## src/rtl/mii_seq_pkg.sv

```systemverilog
package mii_seq_pkg;

  typedef enum logic [2:0] {
    RA_CTRL   = 3'd0,
    RA_PHYREG = 3'd1,
    RA_WLO    = 3'd2,
    RA_WHI    = 3'd3,
    RA_STAT   = 3'd4,
    RA_RLO    = 3'd5,
    RA_RHI    = 3'd6
  } reg_sel_e;

  // bits in one frame: preamble plus 32 fixed-format bits
  function automatic int unsigned frame_bits(int unsigned pre);
    return pre + 32;
  endfunction

  // cycles a whole frame occupies
  function automatic int unsigned frame_cycles(int unsigned pre, int unsigned half);
    return frame_bits(pre) * 2 * half;
  endfunction

  // value to drive for bit position idx of a frame
  function automatic logic frame_bit(int unsigned idx, int unsigned pre, logic rd,
                                     logic [4:0] phy, logic [4:0] rg, logic [15:0] wd);
    logic [31:0] body;
    int unsigned j;
    if (idx < pre) return 1'b1;
    j = idx - pre;
    body = {2'b01, (rd ? 2'b10 : 2'b01), phy, rg, 2'b10, wd};
    return body[5'(31 - j)];
  endfunction

  // read frames release the line from the turnaround on
  function automatic logic frame_released(int unsigned idx, int unsigned pre, logic rd);
    return rd && (idx >= pre + 14);
  endfunction

endpackage

```

## src/rtl/mii_mdc_gen.sv

```systemverilog
module mii_mdc_gen #(
  parameter int MDC_HALF = 2
) (
  input  logic clk,
  input  logic rst_n,
  input  logic run,
  output logic mdc,
  output logic rise,
  output logic fall
);
  localparam int CW = (MDC_HALF > 1) ? $clog2(MDC_HALF) : 1;
  localparam logic [CW-1:0] LIM = CW'(MDC_HALF - 1);

  logic [CW-1:0] cnt;
  logic          wrap;

  assign wrap = run && (cnt == LIM);
  assign rise = wrap && !mdc;
  assign fall = wrap && mdc;

  always_ff @(posedge clk) begin
    if (!rst_n) begin
      cnt <= '0;
      mdc <= 1'b0;
    end else if (!run) begin
      cnt <= '0;
      mdc <= 1'b0;
    end else if (wrap) begin
      cnt <= '0;
      mdc <= ~mdc;
    end else begin
      cnt <= cnt + 1'b1;
    end
  end
endmodule

```

## src/rtl/mii_frame_engine.sv

```systemverilog
module mii_frame_engine #(
  parameter int         PRE_LEN  = 32,
  parameter int         MDC_HALF = 2,
  parameter logic [4:0] PHY_ADDR = 5'd1
) (
  input  logic        clk,
  input  logic        rst_n,
  input  logic        go,
  input  logic        go_rd,
  input  logic [4:0]  go_reg,
  input  logic [15:0] go_wd,
  input  logic        mdio_i,
  output logic        busy,
  output logic        done,
  output logic        rd_op,
  output logic [15:0] rd_data,
  output logic        mdc,
  output logic        mdio_o,
  output logic        mdio_oe
);
  import mii_seq_pkg::*;

  localparam int TOTAL = int'(frame_bits(PRE_LEN));
  localparam int IW    = $clog2(TOTAL);
  localparam logic [IW-1:0] LAST   = IW'(TOTAL - 1);
  localparam logic [IW-1:0] DFIRST = IW'(PRE_LEN + 16);

  logic [IW-1:0] idx;
  logic [4:0]    reg_q;
  logic [15:0]   wd_q;
  logic [15:0]   shreg;
  logic          rise, fall;

  mii_mdc_gen #(.MDC_HALF(MDC_HALF)) u_mdc (
    .clk (clk),
    .rst_n(rst_n),
    .run (busy),
    .mdc (mdc),
    .rise(rise),
    .fall(fall)
  );

  assign done    = fall && (idx == LAST);
  assign rd_data = shreg;
  assign mdio_o  = busy && frame_bit(32'(idx), PRE_LEN, rd_op, PHY_ADDR, reg_q, wd_q);
  assign mdio_oe = busy && !frame_released(32'(idx), PRE_LEN, rd_op);

  always_ff @(posedge clk) begin
    if (!rst_n) begin
      busy  <= 1'b0;
      rd_op <= 1'b0;
      reg_q <= '0;
      wd_q  <= '0;
      idx   <= '0;
      shreg <= '0;
    end else if (go && !busy) begin
      busy  <= 1'b1;
      rd_op <= go_rd;
      reg_q <= go_reg;
      wd_q  <= go_wd;
      idx   <= '0;
    end else if (busy) begin
      if (rise && rd_op && idx >= DFIRST)
        shreg <= {shreg[14:0], mdio_i};
      if (fall) begin
        if (idx == LAST) busy <= 1'b0;
        else             idx  <= idx + 1'b1;
      end
    end
  end
endmodule

```

## src/rtl/mii_mgmt_seq.sv

```systemverilog
module mii_mgmt_seq #(
  parameter int         PRE_LEN  = 32,
  parameter int         MDC_HALF = 2,
  parameter logic [4:0] PHY_ADDR = 5'd1
) (
  input  logic       clk,
  input  logic       rst_n,
  input  logic       host_wr,
  input  logic [2:0] host_addr,
  input  logic [7:0] host_wdata,
  output logic [7:0] host_rdata,
  output logic       mdc,
  output logic       mdio_o,
  output logic       mdio_oe,
  input  logic       mdio_i
);
  import mii_seq_pkg::*;

  logic        cmd_rd, cmd_scan, data_nv;
  logic [4:0]  regsel;
  logic [7:0]  wd_lo, wd_hi, res_lo, res_hi;
  logic        rd_go, wr_go, eng_go, eng_go_rd;
  logic        eng_busy, eng_done, eng_rd;
  logic [15:0] eng_data;

  // launch requests; the engine ignores them while busy
  assign rd_go     = host_wr && (host_addr == RA_CTRL) && host_wdata[0] && !cmd_rd;
  assign wr_go     = host_wr && (host_addr == RA_WHI);
  assign eng_go_rd = rd_go || cmd_scan;
  assign eng_go    = eng_go_rd || wr_go;

  mii_frame_engine #(.PRE_LEN(PRE_LEN), .MDC_HALF(MDC_HALF), .PHY_ADDR(PHY_ADDR)) u_eng (
    .clk    (clk),
    .rst_n  (rst_n),
    .go     (eng_go),
    .go_rd  (eng_go_rd),
    .go_reg (regsel),
    .go_wd  ({host_wdata, wd_lo}),
    .mdio_i (mdio_i),
    .busy   (eng_busy),
    .done   (eng_done),
    .rd_op  (eng_rd),
    .rd_data(eng_data),
    .mdc    (mdc),
    .mdio_o (mdio_o),
    .mdio_oe(mdio_oe)
  );

  always_ff @(posedge clk) begin
    if (!rst_n) begin
      cmd_rd   <= 1'b0;
      cmd_scan <= 1'b0;
      regsel   <= '0;
      wd_lo    <= '0;
      wd_hi    <= '0;
      res_lo   <= '0;
      res_hi   <= '0;
      data_nv  <= 1'b1;
    end else begin
      if (host_wr) begin
        case (host_addr)
          RA_CTRL:   {cmd_scan, cmd_rd} <= host_wdata[1:0];
          RA_PHYREG: regsel <= host_wdata[4:0];
          RA_WLO:    wd_lo  <= host_wdata;
          RA_WHI:    wd_hi  <= host_wdata;
          default: ;
        endcase
      end
      if (eng_go && !eng_busy && eng_go_rd)
        data_nv <= 1'b1;
      else if (eng_done && eng_rd) begin
        data_nv <= 1'b0;
        {res_hi, res_lo} <= eng_data;
      end
    end
  end

  always_comb begin
    case (host_addr)
      RA_CTRL:   host_rdata = {6'b0, cmd_scan, cmd_rd};
      RA_PHYREG: host_rdata = {3'b0, regsel};
      RA_WLO:    host_rdata = wd_lo;
      RA_WHI:    host_rdata = wd_hi;
      RA_STAT:   host_rdata = {5'b0, data_nv, cmd_scan, eng_busy};
      RA_RLO:    host_rdata = res_lo;
      RA_RHI:    host_rdata = res_hi;
      default:   host_rdata = 8'h00;
    endcase
  end
endmodule

```

## config.mk

```make
export PLATFORM = sky130hd
export DESIGN_NAME = mii_mgmt_seq
export DESIGN_NICKNAME = d
export VERILOG_FILES = /design/src/rtl/mii_seq_pkg.sv /design/src/rtl/mii_mdc_gen.sv /design/src/rtl/mii_frame_engine.sv /design/src/rtl/mii_mgmt_seq.sv
export SDC_FILE = /design/constraint.sdc
export NUM_CORES = 1
export LEC_CHECK = 0
export BUFFER_PORTS_ARGS = -buffer_cell sky130_fd_sc_hd__buf_2
export CELL_PAD_IN_SITES_DETAIL_PLACEMENT = 0
export CELL_PAD_IN_SITES_GLOBAL_PLACEMENT = 1
export CORE_ASPECT_RATIO = 1.25
export CORE_MARGIN = 5
export CORE_UTILIZATION = 50
export DETAILED_ROUTE_END_ITERATION = 8
export GPL_ROUTABILITY_DRIVEN = 1
export PLACE_DENSITY_LB_ADDON = 0.15
export SLEW_MARGIN = 10
export SYNTH_ARGS = -nofsm -noshare
export SYNTH_HDL_FRONTEND = slang
export SYNTH_SLANG_ARGS = --single-unit
```

## constraint.sdc

```tcl
create_clock -name clk -period 3.39 [get_ports clk]
set_clock_uncertainty 0.05 [all_clocks]
set_input_delay 0.339 -clock clk [delete_from_list [all_inputs] [get_ports clk]]
set_output_delay 0.339 -clock clk [all_outputs]
set_load 0.05 [all_outputs]
```

# Word-level counts from Yosys, hierarchy flattened
# Index checks and enable logic that the tools add are counted.
dict set report word_totals {
  ram_bits 0
  latchBits 0
  rom_bits 0
  memories 0
  reg_bits 87
}
dict set report classes {
  shift 0
  n_mul 0
  bitwise 6
  n_reduce_logical 34
  mux 11
  n_eq_ne 7
  add_sub_neg 4
  div 0
  magnitude_cmp 4
}
# operator count
set ops {}
lappend ops {{$pmux 8 s7} 1}
lappend ops {{$logic_and 1x1->1} 16}
lappend ops {{$ge 6x6->1 const B} 2}
lappend ops {{$reduce_and 2->1} 6}
lappend ops {{$eq 3x3->1 const B} 3}
lappend ops {{$mux 1} 8}
lappend ops {{$add 6x1->6 const B} 1}
lappend ops {{$eq 3x2->1 const B} 2}
lappend ops {{$eq 6x6->1 const B} 1}
lappend ops {{$lt 5x6->1 const B} 1}
lappend ops {{$lt 6x6->1 const B} 1}
lappend ops {{$not 1->1} 6}
lappend ops {{$reduce_and 3->1} 2}
lappend ops {{$bmux 1 s5} 1}
lappend ops {{$sub 5x1->5 const B} 1}
lappend ops {{$sub 5x5->5 const A} 1}
lappend ops {{$logic_not 1->1} 4}
lappend ops {{$reduce_or 2->1} 2}
lappend ops {{$eq 3x1->1 const B} 1}
lappend ops {{$logic_not 3->1} 1}
lappend ops {{$reduce_or 3->1} 1}
lappend ops {{$logic_or 1x1->1} 2}
lappend ops {{$mux 2} 1}
lappend ops {{$add 1x1->1 const B} 1}

# Depth between registers and ports, before layout
# Gate-level depths: netlist (run 1).
dict set report depth {
  word_depth 10
  mapped_depth 7
  ltp_nobuf 6
}

# By module
# A second synthesis (run 1) with hierarchy kept.
dict set report hier_totals {
  cells_unflattened 455
  area_unflattened_um2 4011.3
}
# mod area_each_um2 n_inst cells_each
set by_module_without_submodules {}
lappend by_module_without_submodules {mii_mgmt_seq 1988.2 1 213}
lappend by_module_without_submodules {mii_frame_engine 1948.1 1 233}
lappend by_module_without_submodules {mii_mdc_gen 75.1 1 9}

# Least setup slack after synthesis (run 1)
# Ideal clock, no wire load.
dict set report synth_path {
  kind {flip-flop to output port}
  from {reg u_eng.idx[1]}
  to {out mdio_o}
  arrival_time_ps 1891
  slack_ps 1110
  stages_incl_launch_ff 6
  n_path_buf 1
  path_cell_list {dfxtp_1 -> clkbuf_1 -> nor2_1 -> o2111ai_1 -> o2111ai_1 -> a22oi_1}
}
dict set report synth_between {
  elab_chain_cells 6
  elab_cells_between_ends 8
}
# element line_no
set synth_lines {}
lappend synth_lines {{start: declaration} mii_frame_engine.sv:28} ;# logic [IW-1:0] idx;
lappend synth_lines {{start signal: assignment} mii_frame_engine.sv:67} ;# else idx <= idx + 1'b1;
lappend synth_lines {{$sub 5x1->5} mii_seq_pkg.sv:29} ;# j = idx - pre;
lappend synth_lines {{$sub 5x5->5} mii_seq_pkg.sv:31} ;# return body[5'(31 - j)];
lappend synth_lines {{$bmux 1 s5} mii_seq_pkg.sv:31}
lappend synth_lines {{$mux 1 (implied by the code)} mii_seq_pkg.sv:31}
lappend synth_lines {{$mux 1 *} mii_seq_pkg.sv:29}
lappend synth_lines {{$logic_and 1x1->1 *} mii_frame_engine.sv:45} ;# assign mdio_o = busy && frame_bit(32'(idx), PRE_LEN, rd_op, PHY_ADDR, reg_q, wd_q);
lappend synth_lines {{end: declaration} mii_mgmt_seq.sv:13} ;# output logic mdio_o,
# Every way passes the cells marked *; elsewhere a longest branch is shown, timed or not. The select of a mux whose other input is x is not followed.

# Worst setup path after layout (run 1)
dict set report layout_path {
  from {reg u_eng.idx[0]}
  to {out mdio_o}
}
# The elaborated chain is that of the path after synthesis.

==> run metrics, run 1 <==
status=complete, no violations; Worst-path clk slew=~0.090 ns; Yosys top cell by area=dfxtp_1; Largest stage delay, worst path=about 0.7 ns; hold_ws=slightly above 0.2 ns; depth of the CTS H-tree=3; DRT iter0 DRCs=around 180; vias in the first global route=about 3k; largest net degree at the start of global routing=50; Worst Hold Class=input pin to flip-flop; worst slew pin tran=0.834 ns; Initial Util=a little over 50%; Clock Tree Buf Depth=2; Final min period=roughly 2.8 ns; crit start category=flip-flop; Post-synth EDFFs=0; CTS tree=built; setup_tns=0 ns; synthesized area=between 4000 and 5000 sq um; worst path bufs/invs=1; Peak VDD IR=293 uV; post-DP HPWL=between 6000 and 7000 um; CP top delay family=flip-flops; final setup violation count=0; relative slew slack=44.4%; I/O pin total=26; commonest non-fill, non-tap cell in the layout=dfxtp_1; post-synthesis register bit count=87; clock sink total=87; Antenna Cells=0; WS Path Type=flip-flop to output port; area post-placement=around 4200 sq um; Die Y=between 100 and 150 um; Total Nets Final=462; final hold violations=0; Arr. time, crit path=2.37 ns; Critical Path Slowest Stage Cell=dfxtp_1; routability-driven placement congestion ratio=between 0.7 and 0.8; global-route wire length before repair=~15000 um; Avg Vias per Cell=roughly 5.5; drc violations=0; Post-Synthesis Cells=approximately 440; postcts setup bufs=0; fmax=about 360 MHz; pwr dens=423 nW/um^2; Vias=approximately 3k; unrepaired setup endpoints after global routing=false; critical-path cell list=mux2_2, and3_1, o41ai_1, a22oi_1, buf_2; First-pass DRT Iterations=4; port buffer count=25; core region area=a little under 8000 sq um; DR WL/cell=approximately 16 um; post-synthesis sequential area ratio=between 40% and 50%; ANT nets after route=0; hold_buf cts=0; row cnt=36; Tcrit/Tclk final=81.3%; critical path fanouts, max=14; dominant synthesized flop cell=dfxtp_1; CTS resizes=0; Max Cap Violations=0; Crit. End Element=output port; design area=~4300 sq um; Synth Area per Inst=a little over 9 sq um; WP data required=approximately 3 ns; syn nets=roughly 450; area of the multi-input gates=about 2100 sq um; Leakage=between 1 and 1.5 nW; fraction of layout cells with a size suffix above 1=16.9%; die area=between 10000 and 15000 sq um; worst skew pair latency=about 0.35 ns; commonest cells after routing, fill and taps aside=dfxtp_1 (87), nand2_1 (66), mux2i_1 (46), nor2b_1 (44); CTS Buf Count=9; Yosys warnings=0; synth top area cells=dfxtp_1 (43%), mux2i_1 (11%), nor2b_1 (6.8%); GR Util All Layers=approximately 19%; initial antenna violation count=0; top cell type's share of synthesized area=42.8%; Reg area=around 1700 sq um; Pwr Total=around 1.8 mW; max-slew violations=0; filler cell count=around 750; FFs w/ async S/R, synth=0%; total gr overflow=0; Yosys cell types=48; Routed WL=8760 um; Area Overhead vs Synth=6.51%; Die Width=just over 90 um; Root Buffer=clkbuf_8
==> Yosys cell counts, types with 2 or more instances <==
cell type and instances:
a21boi_0 16, o21ai_0 14, clkbuf_1 16, inv_1 5, o2111ai_1 3, a22oi_1 4, nor2_1 15, buf_6 7
mux2_2 6, nor2_4 2, nand2_1 66, xor2_1 3, o21ai_2 14, nor2b_1 44, buf_2 7, and3_1 4
nand4_1 3, a22o_1 3, a21oi_1 9, o211ai_1 2, nand3b_1 3, dfxtp_1 87, buf_4 2, nand3_1 25
nand2b_1 2, a221oi_1 3, xnor2_1 4, mux2i_1 46, and2_1 2, mux4_2 2
==> worst min-delay path, cell delays in order <==
cell     delay, ns
buf_2         0.08
mux2i_1       0.06
nor2b_1       0.09
==> kinds of logic after synthesis <==
group                      Yosys count  synth area share [%]
and+or+nand+nor                    175                  22.5
DFF                                 87                  42.8
AOI/OAI and AO/OA                   76                  13.7
muxes                               54                  14.1
buffers and inverters               37                  5.10
xor gates and xnor gates             7                  1.51
adders and majority gates            1                 0.307
==> flip-flops by register name (all words and copies together), names as in the netlist, 5 cells and up <==
name / flops
u_eng.wd_q: 16
u_eng.reg_q: 5
u_eng.idx: 6
u_eng.rd_data: 16
wd_hi: 8
wd_lo: 8
res_hi: 8
res_lo: 8
regsel: 5
==> report_power, final <==
group	switching [mW]	internal, mW
clock	0.361	0.286
sequential	0.0136	1.03
combinational	0.0941	0.0464
total	0.469	1.37
==> worst paths after layout <==
kind	from	endpoint	slack [ns]	cells after the start
worst max-delay path	u_eng.idx[0]	mdio_o	0.63	5
worst min-delay path	mdio_i	u_eng.rd_data[0]	0.20	3
worst max register to register	u_eng.idx[0]	res_hi[5]	1.08	6
worst min register to register	u_eng.wd_q[7]	u_eng.wd_q[7]	0.41	2
==> area by class of cell <==
| type | instances | share of cell area (%) |
|---|---|---|
| Clock buffer | 11 | 3.26 |
| Clock inverter | 5 | 0.721 |
| Inverter | 5 | 0.433 |
| Multi-Input combinational cell | 313 | 48.9 |
| Sequential cell | 87 | 40.1 |
| Tap cell | 95 | 2.74 |
| Timing Repair Buffer | 30 | 3.75 |
==> metal layers <==
layer	up-vias	part of all wire (%)	global-route usage, %	wire [um]
met3	11	2.6	3.46	227
li1	1529	-	-	-
met4	0	1.6	6.65	141
met1	1409	50	27.3	4420
met5	-	0	0	0
met2	40	45	26.9	3970
==> per-stage QoR <==
stage          std cells  utilization (%)  setup WS [ns]
2_1_floorplan        437                -           1.11
3_3_place_gp         530             52.8          0.847
3_5_place_dp         530             52.8          0.853
4_1_cts              546             55.0          0.584
5_1_grt              546             55.0          0.493
6_report             546             55.0          0.634
Note: power is estimated with default switching activity, not from simulation.
==> run 2: changes to the inputs <==
- CORE_UTILIZATION: 50 -> 42
- clock period: 3.39 -> 2.3 ns (I/O delays scaled with it)
==> run metrics, run 2 (synthesized netlist as in run 1, its figures left out) <==
clock sink total=between 80 and 90; global-route wire length before repair=approximately 15000 um; largest net degree at the start of global routing=41; Peak VDD IR=about 430 uV; drc violations=0; Crit. End Element=output port; combinational share of power=about 6.4%; max-slew violations=0; clock share of power=roughly half; Psw=between 0.7 and 0.8 mW; Die Width=about 98 um; hold_ws=about 0.11 ns; final hold violations=0; Routed WL=between 9000 and 10000 um; setup_tns=0 ns; routability-driven placement congestion ratio=around 0.79; crit start category=flip-flop; Worst-path clk slew=0.06 ns; Area Overhead vs Synth=14.6%; Sw Ratio=22.5%; WP data required=2.02 ns; Root Buffer=clkbuf_16; Antenna Cells=0; die area=around 12000 sq um; Tcrit/Tclk final=between 90% and 100%; WS Path Type=flip-flop to output port; final setup violation count=0; DR WL/cell=15.5 um; critical path fanouts, max=6; Die Y=~120 um; sequential power share=44.9%; status=complete, no violations; Total Nets Final=473; post-DP HPWL=6560 um; total gr overflow=0; Vias=2997; fraction of layout cells with a size suffix above 1=19.9%; Leakage=approximately 1.6 nW; Arr. time, crit path=approximately 1.9 ns; P_int=2.67 mW; relative slew slack=roughly 63%; DRT iter0 DRCs=about 110; row cnt=40; Avg Vias per Cell=5.10; Clock Tree Buf Depth=2; Max Cap Violations=0; vias in the first global route=~2.9k; initial antenna violation count=0; I/O pin total=26; Initial Util=~43%; worst skew pair latency=approximately 0.34 ns; First-pass DRT Iterations=4; CTS tree=built; core region area=between 9000 and 10000 sq um; Worst Hold Class=input pin to flip-flop; commonest non-fill, non-tap cell in the layout=dfxtp_1; Final min period=2.17 ns; fmax=between 400 and 500 MHz; worst slew pin tran=0.546 ns; depth of the CTS H-tree=3; ANT nets after route=0; CTS Buf Count=9; pwr dens=between 700 and 800 nW/um^2; GR Util All Layers=roughly 16%; commonest cells after routing, fill and taps aside=dfxtp_1 (84), nand2_1 (66), mux2i_1 (46), nor2b_1 (44); hold_buf cts=0; filler cell count=900; port buffer count=25
run 2: cell types whose count changed in the layout (fill, tap and decap cells not counted), moves of 2 or more:
cell	previous run	this run
clkbuf_8	10	0
buf_4	5	14
clkbuf_16	0	9
bufinv_16	0	3
dfxtp_1	87	84
dfxtp_2	0	3
buf_12	0	2
run 2: through the flow:
stage / area (sq um) / cells / setup slack (ns) / total power, mW / utilization [%]
after floorplan: 4070 / 437 / 0.129 / 1.73 / -
after global placement: 4310 / 572 / 0.287 / 1.80 / 45.1
after detailed placement: 4310 / 572 / 0.295 / 1.80 / 45.1
after CTS: 4660 / 588 / 0.0427 / 3.49 / 48.8
after global routing: 4670 / 588 / -0.000649 / 3.59 / 48.8
final: 4670 / 588 / 0.125 / 3.44 / 48.8
run 2: worst max-delay path, stage by stage, from the launching register on:
cell and delay, ns:
dfxtp_2 0.37, mux2_2 0.34, and3_1 0.19, o41ai_2 0.33, a22oi_1 0.11, buf_2 0.22
run 2: final cells by class:
type	count	area, sq um	share of cell area, %
Multi-Input combinational cell	313	2130	45.7
Sequential cell	87	1750	37.4
Timing Repair Buffer	41	270	5.79
Clock buffer	9	225	4.83
Tap cell	126	158	3.38
Clock inverter	7	118	2.52
Inverter	5	18.8	0.402
run 2: power by group through the flow:
stage,registers (mW),clock network [mW],logic (mW)
after floorplan,1.57,0,0.164
after global placement,1.58,0,0.220
after detailed placement,1.58,0,0.220
after CTS,1.54,1.72,0.221
after global routing,1.55,1.81,0.240
final,1.54,1.68,0.220
run 2: worst paths after layout:
check	start	endpoint	slack (ns)	depth (start not counted)
hold / removal	mdio_i	u_eng.rd_data[0]	0.11	3
setup / recovery	u_eng.idx[0]	mdio_o	0.13	5
setup reg to reg	u_eng.idx[0]	u_eng.idx[5]	0.31	7
hold reg to reg	u_eng.wd_q[15]	u_eng.wd_q[15]	0.40	2
run 2: what timing repair did:
action	CTS	global route
setup buffers	0	0
gates resized for setup	1	3
endpoints found under the setup margin	1	1
cloned	0	0
run 2: layer usage:
layer / part of all wire [%] / routed length, um / vias to the layer above / global-route usage [%]
li1: - / - / 1547 / -
met1: 51 / 4620 / 1400 / 22.6
met2: 46 / 4200 / 43 / 25.0
met3: 2.5 / 226 / 7 / 4.07
met4: 0.97 / 89 / 0 / 4.16
met5: 0 / 0 / - / 0
